===== src/rtl/errPkg.sv =====
package errPkg;
  localparam int UNC_W = 16;
  localparam int COR_W = 8;
  localparam int DEV_W = 4;
  localparam int SEV_W = 3;

  localparam int UR_BIT  = 11;
  localparam int ADV_BIT = 5;
  localparam int HLO_BIT = 7;

  localparam int DEV_COR = 0;
  localparam int DEV_NF  = 1;
  localparam int DEV_FAT = 2;
  localparam int DEV_UR  = 3;

  localparam int SEV_COR = 0;
  localparam int SEV_NF  = 1;
  localparam int SEV_FAT = 2;

  typedef struct packed {
    logic [DEV_W-1:0] setDev;
    logic [COR_W-1:0] setCor;
    logic [UNC_W-1:0] setUnc;
    logic             msgFire;
    logic [SEV_W-1:0] msgSev;
    logic             logFire;
    logic             holdSrc;
    logic             useHeld;
  } errStrobe_t;
endpackage


===== src/rtl/errDecide.sv =====
module errDecide
  import errPkg::*;
#(
  parameter logic [UNC_W-1:0] UNC_SUP = 16'hFFFF,
  parameter logic [COR_W-1:0] COR_SUP = 8'hFF
) (
  input  logic             evValid,
  input  logic [UNC_W-1:0] evStatus,
  input  logic             evCor,
  input  logic             evAdv,
  input  logic             logReq,
  input  logic             logOvf,
  input  logic [UNC_W-1:0] uncMask,
  input  logic [COR_W-1:0] corMask,
  input  logic [UNC_W-1:0] sevReg,
  input  logic             corRptEn,
  input  logic             nfRptEn,
  input  logic             fatRptEn,
  input  logic             urRptEn,
  input  logic             serrEn,
  output logic             evReady,
  output errStrobe_t       st
);
  logic             ovfInj;
  logic [COR_W-1:0] corBits;
  logic [UNC_W-1:0] uncBits;
  logic             corOne;
  logic             uncOne;
  logic             isUr;
  logic             isFatal;
  logic             uncMasked;

  assign ovfInj  = logReq & logOvf;
  assign evReady = ~ovfInj;
  assign corBits = ovfInj ? COR_W'(1) << HLO_BIT : (evStatus[COR_W-1:0] & COR_SUP);
  assign uncBits = evStatus & UNC_SUP;
  assign corOne  = (corBits != '0) && ((corBits & (corBits - 1'b1)) == '0);
  assign uncOne  = (uncBits != '0) && ((uncBits & (uncBits - 1'b1)) == '0);
  assign isUr    = uncBits[UR_BIT];
  assign isFatal = |(uncBits & sevReg);
  assign uncMasked = |(uncBits & uncMask);

  always_comb begin
    st = '0;
    st.useHeld = ovfInj;
    st.holdSrc = evValid & ~ovfInj;
    if (ovfInj || (evValid && evCor && corOne)) begin
      st.setDev[DEV_COR] = 1'b1;
      st.setCor          = corBits;
      if (!(|(corBits & corMask)) && corRptEn) begin
        st.msgFire = 1'b1;
        st.msgSev[SEV_COR] = 1'b1;
      end
    end else if (evValid && !evCor && uncOne) begin
      st.setUnc          = uncBits;
      st.setDev[DEV_UR]  = isUr;
      if (!isFatal && evAdv) begin
        st.setDev[DEV_COR]  = 1'b1;
        st.setCor[ADV_BIT]  = 1'b1;
        if (!corMask[ADV_BIT]) begin
          st.logFire = ~uncMasked;
          if (corRptEn && !(isUr && !urRptEn)) begin
            st.msgFire = 1'b1;
            st.msgSev[SEV_COR] = 1'b1;
          end
        end
      end else begin
        st.setDev[isFatal ? DEV_FAT : DEV_NF] = 1'b1;
        if (!uncMasked) begin
          st.logFire = 1'b1;
          if (!(isUr && !urRptEn && !serrEn)) begin
            if (isFatal && (serrEn || fatRptEn)) begin
              st.msgFire = 1'b1;
              st.msgSev[SEV_FAT] = 1'b1;
            end else if (!isFatal && (serrEn || nfRptEn)) begin
              st.msgFire = 1'b1;
              st.msgSev[SEV_NF] = 1'b1;
            end
          end
        end
      end
    end
  end
endmodule


===== src/rtl/errStore.sv =====
module errStore
  import errPkg::*;
#(
  parameter int               SRC_W       = 16,
  parameter logic [UNC_W-1:0] UNC_SUP     = 16'hFFFF,
  parameter logic [UNC_W-1:0] SEV_DEFAULT = 16'h0317
) (
  input  logic             clk,
  input  logic             rstN,
  input  errStrobe_t       st,
  input  logic [SRC_W-1:0] evSrc,
  input  logic             evHdr,
  input  logic             sevWe,
  input  logic [UNC_W-1:0] sevWd,
  input  logic [DEV_W-1:0] devClr,
  input  logic [COR_W-1:0] corClr,
  input  logic [UNC_W-1:0] uncClr,
  output logic [DEV_W-1:0] devSta,
  output logic [COR_W-1:0] corSta,
  output logic [UNC_W-1:0] uncSta,
  output logic [UNC_W-1:0] sevReg,
  output logic             msgValid,
  output logic [SEV_W-1:0] msgSev,
  output logic [SRC_W-1:0] msgSrc,
  output logic             logReq,
  output logic [UNC_W-1:0] logBit,
  output logic             logHdr
);
  logic [SRC_W-1:0] srcHold;

  always_ff @(posedge clk) begin
    if (!rstN) begin
      devSta   <= '0;
      corSta   <= '0;
      uncSta   <= '0;
      sevReg   <= SEV_DEFAULT & UNC_SUP;
      msgValid <= 1'b0;
      msgSev   <= '0;
      msgSrc   <= '0;
      logReq   <= 1'b0;
      logBit   <= '0;
      logHdr   <= 1'b0;
      srcHold  <= '0;
    end else begin
      devSta   <= (devSta & ~devClr) | st.setDev;
      corSta   <= (corSta & ~corClr) | st.setCor;
      uncSta   <= (uncSta & ~uncClr) | st.setUnc;
      if (sevWe) sevReg <= sevWd & UNC_SUP;
      if (st.holdSrc) srcHold <= evSrc;
      msgValid <= st.msgFire;
      msgSev   <= st.msgFire ? st.msgSev : '0;
      if (st.msgFire) msgSrc <= st.useHeld ? srcHold : evSrc;
      logReq   <= st.logFire;
      logBit   <= st.logFire ? st.setUnc : '0;
      logHdr   <= st.logFire & evHdr;
    end
  end
endmodule


===== src/rtl/errSignal.sv =====
module errSignal
  import errPkg::*;
#(
  parameter int               SRC_W       = 16,
  parameter logic [UNC_W-1:0] UNC_SUP     = 16'hFFFF,
  parameter logic [COR_W-1:0] COR_SUP     = 8'hFF,
  parameter logic [UNC_W-1:0] SEV_DEFAULT = 16'h0317
) (
  input  logic             clk,
  input  logic             rstN,
  input  logic             evValid,
  output logic             evReady,
  input  logic [UNC_W-1:0] evStatus,
  input  logic             evCor,
  input  logic             evAdv,
  input  logic             evHdr,
  input  logic [SRC_W-1:0] evSrc,
  input  logic [UNC_W-1:0] uncMask,
  input  logic [COR_W-1:0] corMask,
  input  logic             sevWe,
  input  logic [UNC_W-1:0] sevWd,
  input  logic             corRptEn,
  input  logic             nfRptEn,
  input  logic             fatRptEn,
  input  logic             urRptEn,
  input  logic             serrEn,
  input  logic [DEV_W-1:0] devClr,
  input  logic [COR_W-1:0] corClr,
  input  logic [UNC_W-1:0] uncClr,
  output logic [DEV_W-1:0] devSta,
  output logic [COR_W-1:0] corSta,
  output logic [UNC_W-1:0] uncSta,
  output logic [UNC_W-1:0] uncSev,
  output logic             msgValid,
  output logic [SEV_W-1:0] msgSev,
  output logic [SRC_W-1:0] msgSrc,
  output logic             logReq,
  output logic [UNC_W-1:0] logBit,
  output logic             logHdr,
  input  logic             logOvf
);
  errStrobe_t strobe;

  errDecide #(.UNC_SUP(UNC_SUP), .COR_SUP(COR_SUP)) u_decide (
    .evValid(evValid), .evStatus(evStatus), .evCor(evCor), .evAdv(evAdv),
    .logReq(logReq), .logOvf(logOvf), .uncMask(uncMask), .corMask(corMask),
    .sevReg(uncSev), .corRptEn(corRptEn), .nfRptEn(nfRptEn),
    .fatRptEn(fatRptEn), .urRptEn(urRptEn), .serrEn(serrEn),
    .evReady(evReady), .st(strobe)
  );

  errStore #(.SRC_W(SRC_W), .UNC_SUP(UNC_SUP), .SEV_DEFAULT(SEV_DEFAULT)) u_store (
    .clk(clk), .rstN(rstN), .st(strobe), .evSrc(evSrc), .evHdr(evHdr),
    .sevWe(sevWe), .sevWd(sevWd), .devClr(devClr), .corClr(corClr),
    .uncClr(uncClr), .devSta(devSta), .corSta(corSta), .uncSta(uncSta),
    .sevReg(uncSev), .msgValid(msgValid), .msgSev(msgSev), .msgSrc(msgSrc),
    .logReq(logReq), .logBit(logBit), .logHdr(logHdr)
  );
endmodule


===== config.mk =====
export PLATFORM = sky130hd
export DESIGN_NAME = errSignal
export DESIGN_NICKNAME = d
export VERILOG_FILES = /design/src/rtl/errPkg.sv /design/src/rtl/errDecide.sv /design/src/rtl/errStore.sv /design/src/rtl/errSignal.sv
export SDC_FILE = /design/constraint.sdc
export NUM_CORES = 1
export LEC_CHECK = 0
export BUFFER_PORTS_ARGS = -buffer_cell sky130_fd_sc_hd__buf_2
export CORE_MARGIN = 3
export CORE_UTILIZATION = 51
export CTS_CLUSTER_DIAMETER = 100
export DETAILED_ROUTE_END_ITERATION = 7
export PLACE_DENSITY = 0.89
export SLEW_MARGIN = 20
export SYNTH_ARGS = -nofsm -noshare
export SYNTH_HDL_FRONTEND = slang
export SYNTH_HIERARCHICAL = 1
export SYNTH_SLANG_ARGS = --single-unit

===== constraint.sdc =====
create_clock -name clk -period 5.95 [get_ports clk]
set_input_delay 0.2975 -clock clk [delete_from_list [all_inputs] [get_ports clk]]
set_output_delay 0.2975 -clock clk [all_outputs]
set_load 0.05 [all_outputs]

==> impl_results.html <==
<table>
<tr><th>Metric</th><th>Value</th></tr>
<tr><th colspan="2">Clock tree</th></tr>
<tr><td>Number of gates resized after cts</td><td>0</td></tr>
<tr><td>CTS Hold Buffers Added</td><td>0</td></tr>
<tr><td>Number of clock sinks</td><td>98</td></tr>
<tr><td>Number of buffers inserted during clock tree synthesis</td><td>9</td></tr>
<tr><td># H-tree levels</td><td>3</td></tr>
<tr><td>Max Buffers Root-to-Sink</td><td>2</td></tr>
<tr><td>Setup Fix Bufs, Post-CTS</td><td>0</td></tr>
<tr><td>CTS clk-pin slew, worst paths</td><td>100 ps</td></tr>
<tr><td>Clock Root Buffer</td><td>sky130_fd_sc_hd__clkbuf_8</td></tr>
<tr><td>Clock latency of the later-clocked register in the worst-skew pair</td><td>360 ps</td></tr>
<tr><td>Clock tree from TritonCTS</td><td>built</td></tr>
<tr><th colspan="2">Logic synthesis</th></tr>
<tr><td>Flip-flop and latch count after synthesis</td><td>98</td></tr>
<tr><td>Leading cell types by total area after synthesis</td><td>sky130_fd_sc_hd__dfxtp_1 45%, sky130_fd_sc_hd__mux2i_1 11%, sky130_fd_sc_hd__nor2b_1 8.0%</td></tr>
<tr><td>Post-Synthesis Cells</td><td>448</td></tr>
<tr><td>Cell variety after synth</td><td>48</td></tr>
<tr><td>Synth top cells by count</td><td>98 x sky130_fd_sc_hd__dfxtp_1, 56 x sky130_fd_sc_hd__nor2b_1, 50 x sky130_fd_sc_hd__mux2i_1</td></tr>
<tr><td>Number of nets in the synthesized netlist</td><td>561</td></tr>
<tr><td>Sequential share of the synthesized area</td><td>44.7%</td></tr>
<tr><td>Most frequently used flop master after synthesis</td><td>sky130_fd_sc_hd__dfxtp_1</td></tr>
<tr><td>Top cell type by total area after synthesis</td><td>sky130_fd_sc_hd__dfxtp_1</td></tr>
<tr><td>Area fraction of the dominant cell type after synthesis</td><td>44.7%</td></tr>
<tr><td>Mapped Area</td><td>4390 sq um</td></tr>
<tr><td>Fraction of synthesis flops using an asynchronous set or reset pin</td><td>0%</td></tr>
<tr><td>Most repeated cell in the gate-level netlist after synthesis</td><td>sky130_fd_sc_hd__dfxtp_1</td></tr>
<tr><td>Mean cell area of the mapped netlist</td><td>9.79 sq um</td></tr>
<tr><td>Number of enable flip-flop cells after synthesis</td><td>0</td></tr>
<tr><td>Yosys warning count</td><td>6</td></tr>
<tr><th colspan="2">Critical path</th></tr>
<tr><td>Worst reg2reg setup slack</td><td>3180 ps</td></tr>
<tr><td>Endpoint kind of the worst setup timing path</td><td>flip-flop</td></tr>
<tr><td>Maximum net fanout on the critical path</td><td>36</td></tr>
<tr><td>Type of the setup path with the least slack</td><td>in2reg</td></tr>
<tr><td>Launching point of the worst reg2reg path</td><td>u_store/sevReg[7]</td></tr>
<tr><td>Type of element launching the critical path</td><td>primary input</td></tr>
<tr><td>Register-to-Register Path Depth</td><td>8</td></tr>
<tr><td>Required time of the worst setup path</td><td>6240 ps</td></tr>
<tr><td>RR Endpoint</td><td>u_store/msgSrc[14]</td></tr>
<tr><td>Critical Path AT</td><td>3200 ps</td></tr>
<tr><th colspan="2">Worst hold path</th></tr>
<tr><td>Worst Hold Endpoint</td><td>u_store/sevReg[0]</td></tr>
<tr><td>Start point of the worst hold path</td><td>sevWd[0]</td></tr>
<tr><td>Depth of the worst hold-timing path</td><td>3</td></tr>
<tr><td>Hold Path Class</td><td>in2reg</td></tr>
<tr><th colspan="2">Die</th></tr>
<tr><td>Die X-Extent</td><td>98.8 um</td></tr>
<tr><td>Area of the core region</td><td>8300 sq um</td></tr>
<tr><td>Io pins</td><td>196</td></tr>
<tr><td>Number of cell rows</td><td>33</td></tr>
<tr><td>Vert. Die Dim</td><td>98.8 um</td></tr>
<tr><td>Die Footprint</td><td>9750 sq um</td></tr>
<tr><td>Initial Utilization</td><td>52.9%</td></tr>
<tr><th colspan="2">STA</th></tr>
<tr><td>Tcrit/Tclk final</td><td>49.0%</td></tr>
<tr><td>Unrepaired setup endpoints after global routing</td><td>no</td></tr>
<tr><td>Transition at the pin with the smallest max-transition slack</td><td>986 ps</td></tr>
<tr><td>Accumulated negative setup slack</td><td>0 ps</td></tr>
<tr><td>Final number of hold-violating endpoints</td><td>0</td></tr>
<tr><td>Remaining max-slew budget at the tightest pin</td><td>34.2%</td></tr>
<tr><td>Number of max-slew violations in the final report</td><td>0</td></tr>
<tr><td>Max Fclk</td><td>343 MHz</td></tr>
<tr><td>Tmin final</td><td>2920 ps</td></tr>
<tr><td>Fin Clk Skew</td><td>15.1 ps</td></tr>
<tr><td>Finish-stage setup viols</td><td>0</td></tr>
<tr><th colspan="2">Cells and area</th></tr>
<tr><td>Count of non-filler cells in the finished layout</td><td>732</td></tr>
<tr><td>Layout cell share with drive strength beyond 1</td><td>34.9%</td></tr>
<tr><td>Inserted Diodes</td><td>0</td></tr>
<tr><td>Nets</td><td>735</td></tr>
<tr><td>Total area of multi-input combinational cells</td><td>2190 sq um</td></tr>
<tr><td>Number of fill cells in the layout</td><td>687</td></tr>
<tr><td>Area growth syn-to-layout</td><td>24.7%</td></tr>
<tr><td>Register Area</td><td>1960 sq um</td></tr>
<tr><th colspan="2">Power</th></tr>
<tr><td>Power per Cell Area</td><td>227 nW/um^2</td></tr>
<tr><td>Static leakage</td><td>0.00270 uW</td></tr>
<tr><td>Design Power</td><td>1240 uW</td></tr>
<tr><td>Maximum vdd ir drop</td><td>0.000145 V</td></tr>
<tr><th colspan="2">Routing</th></tr>
<tr><td>Via-to-Cell Ratio</td><td>5.52</td></tr>
<tr><td>Overall via count from detail_route</td><td>4,038</td></tr>
<tr><td>First-iteration detailed-routing DRC count</td><td>311</td></tr>
<tr><td>DRT Pass-1 Iters</td><td>6</td></tr>
<tr><td>Post-detailed-route DRC marker count</td><td>0</td></tr>
<tr><td>Final ANT Viol Nets</td><td>0</td></tr>
<tr><td>Total wire length after detailed routing</td><td>12.8 mm</td></tr>
<tr><td>Routed length per instance</td><td>17.4 um</td></tr>
<tr><th colspan="2">Place</th></tr>
<tr><td>Global placer's final weighted congestion</td><td>0.904</td></tr>
<tr><td>Port Buffers</td><td>195</td></tr>
<tr><td>Post-placement cell count</td><td>716</td></tr>
<tr><td>Estimated wirelength of the detail-placed design</td><td>9.63 mm</td></tr>
<tr><th colspan="2">Global route</th></tr>
<tr><td>Total GRT Usage</td><td>25.5%</td></tr>
<tr><td>Wire length of the first global-routing pass</td><td>20.1 mm</td></tr>
<tr><td>Antenna violations before repair</td><td>0</td></tr>
<tr><td>Via count of the first global-routing pass</td><td>4,115</td></tr>
<tr><td>Total gr overflow</td><td>0</td></tr>
<tr><td>Pin count of the biggest net entering global routing</td><td>99</td></tr>
<tr><th colspan="2">Job</th></tr>
<tr><td>Number of max-cap violations</td><td>0</td></tr>
<tr><th colspan="2">Outcome</th></tr>
<tr><td>Result of the run</td><td>finished, final reports clean</td></tr>
</table>
## cell families after synthesis
group / synth area share, %
AOI/OAI and AO/OA: 16.8
adders and majority gates: 0.456
buffers and inverters: 5.67
DFF: 44.7
muxes: 11.7
and+or+nand+nor: 20.6
## power by group
part | internal [uW] | leakage, uW | total, uW | switching [uW]
clock network | 171 | 0.0000925 | 412 | 241
logic | 63.0 | 0.00181 | 153 | 89.7
registers | 669 | 0.000796 | 678 | 9.73
## worst max path at each step
stage,startpoint,end,slack [ps],cells after the start
floorplan,evStatus[3],u_store/msgSrc[10],3270,11
global placement,evStatus[3],u_store/msgSrc[0],2690,9
detailed placement,evStatus[3],u_store/msgSrc[14],2440,9
CTS,evStatus[3],u_store/msgSrc[14],2810,9
global route,evStatus[3],u_store/msgSrc[9],2930,9
finish,evStatus[3],u_store/msgSrc[14],3030,9
## critical path, cell delays in order
cell and delay, ps:
sky130_fd_sc_hd__buf_2 170, sky130_fd_sc_hd__or3_1 480, sky130_fd_sc_hd__or3_4 430, sky130_fd_sc_hd__a211oi_2 280, sky130_fd_sc_hd__mux2_4 210, sky130_fd_sc_hd__nand4_2 210, sky130_fd_sc_hd__o21ai_4 670, sky130_fd_sc_hd__o21ai_0 250
sky130_fd_sc_hd__a21oi_1 190
## layer usage
| layer | wire length (um) | vias up | GRT usage, % |
|---|---|---|---|
| li1 | - | 1933 | - |
| met1 | 5050 | 1856 | 30.5 |
| met2 | 6230 | 209 | 43.5 |
| met3 | 1060 | 40 | 5.80 |
| met4 | 431 | 0 | 11.9 |
| met5 | 0 | - | 0 |
## flip-flops by register name (all words and copies together) (netlist names), 3 cells and up
name and count:
u_store/logBit 16, u_store/msgSrc 16, u_store/sevReg 16, u_store/srcHold 16, u_store/uncSta 16, u_store/corSta 8, u_store/devSta 4, u_store/msgSev 3
## cell usage in the layout, fill, tap and decap left out, types with 2 or more instances in the layout
master / synthesis / routed
sky130_fd_sc_hd__dfxtp_1: 98 / 98
sky130_fd_sc_hd__and3_1: 21 / 21
sky130_fd_sc_hd__o21a_1: 29 / 29
sky130_fd_sc_hd__mux2i_1: 50 / 50
sky130_fd_sc_hd__nor2_1: 13 / 13
sky130_fd_sc_hd__clkbuf_8: 0 / 10
sky130_fd_sc_hd__inv_6: 0 / 2
sky130_fd_sc_hd__o21ai_1: 2 / 2
sky130_fd_sc_hd__a32oi_1: 2 / 2
sky130_fd_sc_hd__and4_1: 2 / 2
sky130_fd_sc_hd__o31ai_1: 2 / 2
sky130_fd_sc_hd__a22oi_1: 3 / 3
sky130_fd_sc_hd__a22o_1: 8 / 8
sky130_fd_sc_hd__a31oi_1: 3 / 3
sky130_fd_sc_hd__nand2_1: 14 / 14
sky130_fd_sc_hd__o21ai_0: 22 / 21
sky130_fd_sc_hd__a21oi_1: 19 / 19
sky130_fd_sc_hd__inv_1: 5 / 5
sky130_fd_sc_hd__nor3_1: 6 / 6
sky130_fd_sc_hd__nand3_1: 3 / 3
sky130_fd_sc_hd__a221oi_1: 8 / 8
sky130_fd_sc_hd__nor2b_1: 56 / 56
sky130_fd_sc_hd__maj3_1: 2 / 2
sky130_fd_sc_hd__or3_1: 4 / 4
sky130_fd_sc_hd__buf_2: 9 / 195
sky130_fd_sc_hd__and2_1: 24 / 24
## area by class of cell
class	instances	share of cell area, %
clock buffer	11	2.58
clock inverter	5	0.823
inverter	5	0.343
multi-input combinational	312	40.0
sequential	98	35.9
tap	105	2.40
timing repair buffer	196	18.0
## stage by stage
stage                     hold WS, ps  utilization (%)  area (sq um)  setup WS (ps)
final                             158             65.9          5470           3030
after global routing              155             65.9          5470           2930
after CTS                         141             65.8          5460           2810
after detailed placement          498             63.6          5280           2440
after global placement            495             63.6          5280           2690
after floorplan                   425                -          4390           3270
Note: power is estimated with default switching activity, not from simulation.
